### config.mk
export PLATFORM = sky130hd
export DESIGN_NAME = i2c_target_10b
export DESIGN_NICKNAME = d
export VERILOG_FILES = /design/src/rtl/i2c_tgt_pkg.sv /design/src/rtl/i2c_tgt_sync.sv /design/src/rtl/i2c_tgt_match.sv /design/src/rtl/i2c_tgt_fsm.sv /design/src/rtl/i2c_target_10b.sv
export SDC_FILE = /design/constraint.sdc
export NUM_CORES = 1
export LEC_CHECK = 0
export BUFFER_PORTS_ARGS = -buffer_cell sky130_fd_sc_hd__buf_2
export CORE_UTILIZATION = 44
export CTS_CLUSTER_SIZE = 10
export DETAILED_ROUTE_END_ITERATION = 16
export PLACE_DENSITY = 0.7
export SLEW_MARGIN = 20
export SYNTH_ARGS = -nofsm -noshare
export SYNTH_HDL_FRONTEND = slang
export SYNTH_SLANG_ARGS = --single-unit
### constraint.sdc
create_clock -name clk_i -period 2 [get_ports clk_i]
set_clock_uncertainty 0.05 [all_clocks]
set_input_delay 0.1 -clock clk_i [delete_from_list [all_inputs] [get_ports clk_i]]
set_output_delay 0.1 -clock clk_i [all_outputs]
set_load 0.01 [all_outputs]
### src/rtl/i2c_tgt_pkg.sv
package i2c_tgt_pkg;
  localparam int unsigned BYTE_W = 8;
  localparam int unsigned A7_W   = 7;
  localparam int unsigned A10_W  = 10;
  localparam int unsigned CNT_W  = $clog2(BYTE_W + 1);
  localparam logic [4:0]  TAG10  = 5'b11110;

  typedef enum logic [2:0] {
    ST_IDLE,
    ST_RX,
    ST_RXACK,
    ST_TXLD,
    ST_TX
  } st_e;

  typedef enum logic [1:0] {
    PH_ADR1,
    PH_ADR2,
    PH_WDAT
  } ph_e;
endpackage

### src/rtl/i2c_tgt_sync.sv
module i2c_tgt_sync #(
  parameter int unsigned STAGES = 2
) (
  input  logic clk_i,
  input  logic rst_ni,
  input  logic scl_i,
  input  logic sda_i,
  output logic sda_o,
  output logic scl_rise_o,
  output logic scl_fall_o,
  output logic start_o,
  output logic stop_o
);
  // one stage beyond the synchronizer keeps the previous level
  logic [STAGES:0] scl_sh, sda_sh;
  logic scl_c, scl_p, sda_c, sda_p;

  always_ff @(posedge clk_i or negedge rst_ni) begin
    if (!rst_ni) begin
      scl_sh <= '1;
      sda_sh <= '1;
    end else begin
      scl_sh <= {scl_sh[STAGES-1:0], scl_i};
      sda_sh <= {sda_sh[STAGES-1:0], sda_i};
    end
  end

  assign scl_c = scl_sh[STAGES-1];
  assign scl_p = scl_sh[STAGES];
  assign sda_c = sda_sh[STAGES-1];
  assign sda_p = sda_sh[STAGES];

  assign sda_o      = sda_c;
  assign scl_rise_o = scl_c & ~scl_p;
  assign scl_fall_o = ~scl_c & scl_p;
  assign start_o    = scl_c & scl_p & sda_p & ~sda_c;
  assign stop_o     = scl_c & scl_p & ~sda_p & sda_c;
endmodule

### src/rtl/i2c_tgt_match.sv
module i2c_tgt_match
  import i2c_tgt_pkg::*;
(
  input  logic [BYTE_W-1:0] byte_i,
  input  logic [A7_W-1:0]   addr7_i,
  input  logic [A10_W-1:0]  addr10_i,
  output logic              hit7_o,
  output logic              hi10_o,
  output logic              lo10_o
);
  logic is_tag;

  assign is_tag = (byte_i[BYTE_W-1 -: 5] == TAG10);
  // a header with the 10-bit tag is never taken as a 7-bit address
  assign hit7_o = !is_tag && (byte_i[BYTE_W-1:1] == addr7_i);
  assign hi10_o = is_tag && (byte_i[2:1] == addr10_i[A10_W-1 -: 2]);
  assign lo10_o = (byte_i == addr10_i[BYTE_W-1:0]);
endmodule

### src/rtl/i2c_tgt_fsm.sv
module i2c_tgt_fsm
  import i2c_tgt_pkg::*;
(
  input  logic              clk_i,
  input  logic              rst_ni,
  input  logic              sda_i,
  input  logic              scl_rise_i,
  input  logic              scl_fall_i,
  input  logic              start_i,
  input  logic              stop_i,
  output logic [BYTE_W-1:0] shift_o,
  input  logic              hit7_i,
  input  logic              hi10_i,
  input  logic              lo10_i,
  output logic [BYTE_W-1:0] rx_data_o,
  output logic              rx_valid_o,
  input  logic              rx_ready_i,
  input  logic [BYTE_W-1:0] tx_data_i,
  input  logic              tx_valid_i,
  output logic              tx_ready_o,
  output logic              sda_pull_o,
  output logic              scl_pull_o
);
  localparam logic [CNT_W-1:0] LAST = CNT_W'(BYTE_W);

  st_e               st_q;
  ph_e               ph_q;
  logic [CNT_W-1:0]  cnt_q;
  logic [BYTE_W-1:0] sh_q, rx_data_q;
  logic              ack_q, rd_q, m10_q, nak_q, rx_valid_q;
  logic              ack_d, rd_d, push;
  ph_e               ph_d;

  // acknowledge decision for the byte just shifted in
  always_comb begin
    ack_d = 1'b0;
    rd_d  = 1'b0;
    ph_d  = PH_WDAT;
    unique case (ph_q)
      PH_ADR1: begin
        if (hit7_i) begin
          ack_d = 1'b1;
          rd_d  = sh_q[0];
        end else if (hi10_i) begin
          if (!sh_q[0]) begin
            ack_d = 1'b1;
            ph_d  = PH_ADR2;
          end else if (m10_q) begin
            ack_d = 1'b1;
            rd_d  = 1'b1;
          end
        end
      end
      PH_ADR2: ack_d = lo10_i;
      PH_WDAT: ack_d = !rx_valid_q;
      default: ack_d = 1'b0;
    endcase
  end

  assign push = (st_q == ST_RX) && scl_fall_i && (cnt_q == LAST) &&
                (ph_q == PH_WDAT) && ack_d && !start_i && !stop_i;

  always_ff @(posedge clk_i or negedge rst_ni) begin
    if (!rst_ni) begin
      st_q  <= ST_IDLE;
      ph_q  <= PH_ADR1;
      cnt_q <= '0;
      sh_q  <= '0;
      ack_q <= 1'b0;
      rd_q  <= 1'b0;
      m10_q <= 1'b0;
      nak_q <= 1'b0;
    end else if (start_i) begin
      st_q  <= ST_RX;
      ph_q  <= PH_ADR1;
      cnt_q <= '0;
      ack_q <= 1'b0;
    end else if (stop_i) begin
      st_q  <= ST_IDLE;
      ack_q <= 1'b0;
      m10_q <= 1'b0;
    end else begin
      unique case (st_q)
        ST_RX: begin
          if (scl_rise_i && cnt_q != LAST) begin
            sh_q  <= {sh_q[BYTE_W-2:0], sda_i};
            cnt_q <= cnt_q + 1'b1;
          end else if (scl_fall_i && cnt_q == LAST) begin
            ack_q <= ack_d;
            rd_q  <= rd_d;
            st_q  <= ST_RXACK;
            if (ph_q == PH_ADR1) ph_q <= ph_d;
            if (ph_q == PH_ADR2) begin
              ph_q <= PH_WDAT;
              if (ack_d) m10_q <= 1'b1;
            end
          end
        end
        ST_RXACK: begin
          if (scl_fall_i) begin
            cnt_q <= '0;
            ack_q <= 1'b0;
            if (!ack_q)    st_q <= ST_IDLE;
            else if (rd_q) st_q <= ST_TXLD;
            else           st_q <= ST_RX;
          end
        end
        ST_TXLD: begin
          if (tx_valid_i) begin
            sh_q  <= tx_data_i;
            cnt_q <= '0;
            st_q  <= ST_TX;
          end
        end
        ST_TX: begin
          if (scl_rise_i && cnt_q == LAST) begin
            nak_q <= sda_i;
          end else if (scl_fall_i) begin
            if (cnt_q == LAST) begin
              st_q <= nak_q ? ST_IDLE : ST_TXLD;
            end else begin
              sh_q  <= {sh_q[BYTE_W-2:0], 1'b0};
              cnt_q <= cnt_q + 1'b1;
            end
          end
        end
        default: st_q <= ST_IDLE;
      endcase
    end
  end

  always_ff @(posedge clk_i or negedge rst_ni) begin
    if (!rst_ni) begin
      rx_data_q  <= '0;
      rx_valid_q <= 1'b0;
    end else if (push) begin
      rx_data_q  <= sh_q;
      rx_valid_q <= 1'b1;
    end else if (rx_ready_i) begin
      rx_valid_q <= 1'b0;
    end
  end

  assign shift_o    = sh_q;
  assign rx_data_o  = rx_data_q;
  assign rx_valid_o = rx_valid_q;
  assign tx_ready_o = (st_q == ST_TXLD);
  assign scl_pull_o = (st_q == ST_TXLD);
  assign sda_pull_o = ((st_q == ST_RXACK) && ack_q) ||
                      ((st_q == ST_TX) && (cnt_q != LAST) && !sh_q[BYTE_W-1]);
endmodule

### src/rtl/i2c_target_10b.sv
module i2c_target_10b
  import i2c_tgt_pkg::*;
#(
  parameter int unsigned SYNC_STAGES = 2
) (
  input  logic              clk_i,
  input  logic              rst_ni,
  input  logic              scl_i,
  input  logic              sda_i,
  output logic              scl_pull_o,
  output logic              sda_pull_o,
  input  logic [A7_W-1:0]   addr7_i,
  input  logic [A10_W-1:0]  addr10_i,
  output logic [BYTE_W-1:0] rx_data_o,
  output logic              rx_valid_o,
  input  logic              rx_ready_i,
  input  logic [BYTE_W-1:0] tx_data_i,
  input  logic              tx_valid_i,
  output logic              tx_ready_o
);
  logic sda_s, scl_rise, scl_fall, start, stop;
  logic hit7, hi10, lo10;
  logic [BYTE_W-1:0] shift;

  i2c_tgt_sync #(.STAGES(SYNC_STAGES)) i_sync (
    .clk_i, .rst_ni, .scl_i, .sda_i,
    .sda_o(sda_s), .scl_rise_o(scl_rise), .scl_fall_o(scl_fall),
    .start_o(start), .stop_o(stop)
  );

  i2c_tgt_match i_match (
    .byte_i(shift), .addr7_i, .addr10_i,
    .hit7_o(hit7), .hi10_o(hi10), .lo10_o(lo10)
  );

  i2c_tgt_fsm i_fsm (
    .clk_i, .rst_ni, .sda_i(sda_s), .scl_rise_i(scl_rise), .scl_fall_i(scl_fall),
    .start_i(start), .stop_i(stop), .shift_o(shift),
    .hit7_i(hit7), .hi10_i(hi10), .lo10_i(lo10),
    .rx_data_o, .rx_valid_o, .rx_ready_i,
    .tx_data_i, .tx_valid_i, .tx_ready_o,
    .sda_pull_o, .scl_pull_o
  );
endmodule

Word-level counts from Yosys, hierarchy flattened:

Cells that the tools add are included.

* bits in registers: 36
* output and inout bits: 12
* word-level logic and storage cells: 161

* add/sub/neg operators: 1
* eq/ne operators: 33
* muxes and demuxes: 61
* bitwise gates (word level): 14
* reduce and logical (&&, ||, !) cells: 40

Operator list (number)
* $mux W8: 5
* $mux W4: 8
* $mux W3: 10
* $mux W2: 12
* $pmux W8 S3: 1
* $mux W1: 21
* $ne A4 B1 Y1 const B: 4
* $pmux W4 S4: 1
* $reduce_and A8 Y1: 2
* $logic_and A1 B1 Y1: 14
* $reduce_bool A2 Y1: 7
* $ne A4 B2 Y1 const B: 3
* $pmux W3 S4: 1
* $ne A2 B1 Y1 const B: 5
* $reduce_and A5 Y1: 2
* $ne A3 B1 Y1 const B: 3
* $ne A3 B2 Y1 const B: 3
* $eq A8 B8 Y1: 1
* $reduce_and A4 Y1: 2
* $and A1 B1 Y1: 7
* $eq A7 B7 Y1: 1
* $not A1 Y1: 7
* $reduce_and A7 Y1: 1
* $eq A3 B2 Y1 const B: 2
* 19 further kinds: 26

Logic depth before layout (Yosys ltp):

* depth after elaboration: 11
* depth in mapped cells: 8

Hierarchy:

A second synthesis with hierarchy kept.

* cell total of the unflattened synthesis: 220
* area, all modules: 2194.6 µm²

By module, submodules not included
* i2c_tgt_fsm: times used 1, cells each 185, area each 1801.7 µm², sequential area each 750.7 µm²
* i2c_tgt_match: times used 1, cells each 25, area each 202.7 µm², sequential area each 0.0 µm²
* i2c_tgt_sync: times used 1, cells each 10, area each 190.2 µm², sequential area each 157.7 µm²

Worst setup path before layout:

Ideal clock, no wire load.

* path type: reg2reg
* start point: reg i_fsm.cnt_q[0]
* end point: reg i_fsm.rx_data_q[1], in the netlist i_fsm.rx_data_o[1]
* setup time: 125 ps
* arrival: 1824 ps
* required time: 1825 ps
* path slack: 1 ps
* cell stages (with the launch flop): 8
* cells stage by stage: dfrtp_1 inv_1 ha_1 nand3b_4 nor4_4 and4bb_1 buf_4 mux2_2

* longest elaborated chain between the ends: 6

Ends and longest elaborated chain
* start, declared: RTL line i2c_tgt_fsm.sv:28 `logic [CNT_W-1:0] cnt_q;`
* start signal, assigned: RTL line i2c_tgt_fsm.sv:87 `cnt_q <= cnt_q + 1'b1;`
* start signal, assigned: RTL line i2c_tgt_fsm.sv:123 `cnt_q <= cnt_q + 1'b1;`
* $eq A4 B4 Y1: RTL line i2c_tgt_fsm.sv:60 `assign push = (st_q == ST_RX) && scl_fall_i && (cnt_q == LAST) &&`
* $logic_and A1 B1 Y1 (2 in a row): RTL line i2c_tgt_fsm.sv:60
* $logic_and A1 B1 Y1 (3 in a row): RTL line i2c_tgt_fsm.sv:61 `(ph_q == PH_WDAT) && ack_d && !start_i && !stop_i;`
* end signal, assigned: RTL line i2c_tgt_fsm.sv:137 `rx_data_q <= sh_q;`
* end, declared: RTL line i2c_tgt_fsm.sv:29 `logic [BYTE_W-1:0] sh_q, rx_data_q;`

Every way passes these cells.
A chain may end at the register's enable or synchronous reset.

Worst setup path in the final report:

* start point: reg i_fsm.cnt_q[0]
* end point: reg i_fsm.ph_q[0]

* longest elaborated chain between the ends: 4
* elaborated cells on any way between the ends: 7
* those cells by class: eq/ne: 3; reduce/logical: 4

Ends and longest elaborated chain
* $ne A4 B4 Y1 / $eq A4 B4 Y1 (equally long branches): RTL line i2c_tgt_fsm.sv:85, i2c_tgt_fsm.sv:88
* $logic_and A1 B1 Y1, on equally long branches: RTL line i2c_tgt_fsm.sv:85, i2c_tgt_fsm.sv:88
* $ne A2 B1 Y1 (no line) / $reduce_bool A2 Y1 (equally long branches)
* $reduce_and A5 Y1 (no line) *
* end signal, assigned: RTL line i2c_tgt_fsm.sv:92 `if (ph_q == PH_ADR1) ph_q <= ph_d;`
* end, declared: RTL line i2c_tgt_fsm.sv:27 `ph_e ph_q;`

Mark *: on every way between the ends. The rest lies on a longest branch, timed or not.

==> metrics.txt <==
FP Rows=24; Worst-Skew Late Latency=280 ps; GRT overflow=0; setup TNS=0 ps; Max Freq=520.2 MHz; area post-placement=0.002456 sq mm; Initial DRC Count=141; hold_sp=rx_ready_i; Num CTS Buffers=5; I/O pins=43; part of the power in registers=0.363; vias in the first global route=1659; Main synth FF type=dfrtp_1; Seq/Total Area, Yosys=0.4334; LEAKAGE=0.001230 uW; post-synthesis cell count=213; routed length per instance=15.42 microns; switching power=1141 uW; Rel. slew slack=0.4547; Crit Path Max Fanout=4; via count=1813; area growth from synthesis to layout=25.73%; WL final=5012 microns; period utilisation layout=0.9612; CP Capture Type=flip-flop; final hold violations=0; worst setup margin=77.57 ps; FF-to-FF setup slack=80 ps; crit path time final=1922 ps; Synth Cell Area=0.002096 sq mm; Synth cell types=54; port bufs=42; crit path DAT=2090 ps; post-DP HPWL=3604 microns; CP startpoint kind=flip-flop; Die X=71.02 microns; RR Endpoint=i_fsm.ph_q[0]$_DFFE_PN0P_; ranking of synthesized cells by area=dfrtp_1, dfstp_2, xnor2_1, mux2_2, a21oi_1; placer congestion estimate=0.8824; core area=0.004474 sq mm; Synth warnings=0; DRT Pass-1 Iters=4; CTS H-tree lvls=2; Reg clk slew, reported paths=80 ps; Critical R2R Launch=i_fsm.cnt_q[0]$_DFFE_PN0P_; asr flop ratio synth=1.000; most common cell in the synthesized netlist=dfrtp_1; via/cell ratio=5.578; nets@finish=305; initial antenna violation count=0; Antenna Cells=0; design area=0.002635 sq mm; Syn Nets=246; initial core utilization=0.4684; layout cells sized above 1=0.3443; DIE HEIGHT=71.02 microns; clock power share=0.213; clk buf depth=2; gr usage total=0.2107; leading area contributor after synthesis=dfrtp_1; Root Buffer=clkbuf_8; hold endpoint=i_fsm.rx_valid_o$_DFFE_PN0P_; pin count of the biggest net entering global routing=37; Slew Limit Fails=0; HP Class=input pin to flip-flop; Antenna Nets Post-Route=0; first-pass GRT wire length=8142 microns; Synth top cells by count=dfrtp_1, nand2_1, a21oi_1, xnor2_1, mux2_2; Yosys top cell area share=0.3582; Pint=1870 uW; Final Setup Violations=0; Max Cap Violations=0; mean post-synth cell area=9.839 sq um; Crit Path Class=flip-flop to flip-flop; combinational share of power=0.425; Max VDD drop=568.3 uV; status=finished, final reports clean; TritonCTS clock tree=yes; pre-CTS setup slack=7.452 ps; pwr dens=1142 mW/mm^2; WP data required=2160 ps; Synth Register Bits=36; DRC violations left=0; Least-Margin Pin Slew=817.9 ps; worst hold slack=33.62 ps; Reg2Reg Depth=8; Die Outline Area=0.005043 sq mm; Post-synth EDFFs=0; Switching Fraction=0.3789; CTS sink cnt=36; WHS Path Cells=3
-- power groups by stage --
stage	combinational, uW	clock, uW	sequential, uW
after floorplan	895	0	1040
after global placement	1200	0	1100
after detailed placement	1220	0	1100
after CTS	1230	653	1090
after global routing	1420	690	1120
final	1280	640	1090
-- state kept, by name, summed over array words and instances, names as in the netlist --
name              cells
i_fsm.ack_q           1
i_fsm.cnt_q           4
i_fsm.m10_q           1
i_fsm.nak_q           1
i_fsm.ph_q            2
i_fsm.rd_q            1
i_fsm.rx_data_o       8
i_fsm.rx_valid_o      1
i_fsm.shift_o         8
i_fsm.st_q            3
i_sync.scl_sh         3
i_sync.sda_sh         3
-- cell usage in the layout (no fill, tap or decap), drive strengths merged, types with 3 or more instances in the layout --
| cell | instances |
|---|---|
| nand3 | 3 |
| nor3 | 3 |
| inv | 6 |
| buf | 62 |
| nand4 | 3 |
| a41oi | 7 |
| clkbuf | 5 |
| dfrtp | 30 |
| nand2b | 7 |
| nor3b | 4 |
| mux2 | 10 |
| nand2 | 25 |
| nor2b | 3 |
| xor2 | 3 |
| dlygate4sd3 | 3 |
| nand4b | 5 |
| nor2 | 9 |
| a211oi | 3 |
| xnor2 | 14 |
| a21oi | 20 |
| dfstp | 6 |
| o21ai | 8 |
| o22ai | 4 |
-- what timing repair did --
action,4_1_cts,5_1_grt
endpoints found under the hold margin,32,0
setup endpoints to repair,1,18
hold buffers,3,0
pin swaps,0,2
resized for setup,0,5
setup buffers,1,1
-- layout make-up --
| type | instances | area, sq um |
|---|---|---|
| clock buffer | 5 | 68.82 |
| clock inverter | 3 | 42.54 |
| fill | 383 | 1839 |
| inverter | 6 | 22.52 |
| multi-input combinational | 158 | 1125 |
| sequential | 36 | 908.4 |
| tap | 52 | 65.06 |
| timing repair buffer | 65 | 402.9 |
-- worst max-delay path, stage by stage, from the launching register on --
cell and delay [ps]:
dfrtp_1 380, inv_1 100, ha_4 160, nand3b_4 100, nor4_4 230, buf_4 160
nand2b_2 70, or4_1 460, o21ai_1 140
-- worst max path at each step --
stage	from	to	slack (ps)
after floorplan	i_fsm.cnt_q[0]$_DFFE_PN0P_	i_fsm.rx_data_o[1]$_DFFE_PN0P_	1
after global placement	i_fsm.cnt_q[0]$_DFFE_PN0P_	i_fsm.ph_q[0]$_DFFE_PN0P_	70
after detailed placement	i_fsm.cnt_q[1]$_DFFE_PN0P_	i_fsm.ph_q[0]$_DFFE_PN0P_	7
after CTS	i_fsm.cnt_q[1]$_DFFE_PN0P_	i_fsm.ph_q[0]$_DFFE_PN0P_	20
after global routing	i_fsm.cnt_q[0]$_DFFE_PN0P_	i_fsm.ph_q[0]$_DFFE_PN0P_	-10
final	i_fsm.cnt_q[0]$_DFFE_PN0P_	i_fsm.ph_q[0]$_DFFE_PN0P_	80
-- cell families (layout without fill, tap and decap cells) --
| family | after synthesis | after routing | synth area share |
|---|---|---|---|
| flip-flops | 36 | 36 | 0.4334 |
| buffers and inverters | 19 | 79 | 0.04059 |
| XOR/XNOR | 17 | 17 | 0.07105 |
| AND/OR/NAND/NOR | 74 | 74 | 0.2215 |
| AO/OA/AOI/OAI | 54 | 54 | 0.1630 |
| adder cells (fa/ha/maj) | 2 | 2 | 0.01194 |
| multiplexers | 11 | 11 | 0.05851 |
-- stage by stage --
stage                 util  instances  power (uW)
floorplan                -        213        1934
global placement    0.5489        312        2299
detailed placement  0.5489        312        2323
CTS                 0.5822        324        2975
global route        0.5889        325        3223
finish              0.5889        325        3010
-- routing by layer --
layer,global-route usage,vias up,part of all wire
met5,0,-,0
met4,0.06222,0,0.0074
met1,0.3059,870,0.48
met2,0.3141,48,0.47
met3,0.04986,4,0.049
li1,-,891,-
(Power assumes the default switching activity.)
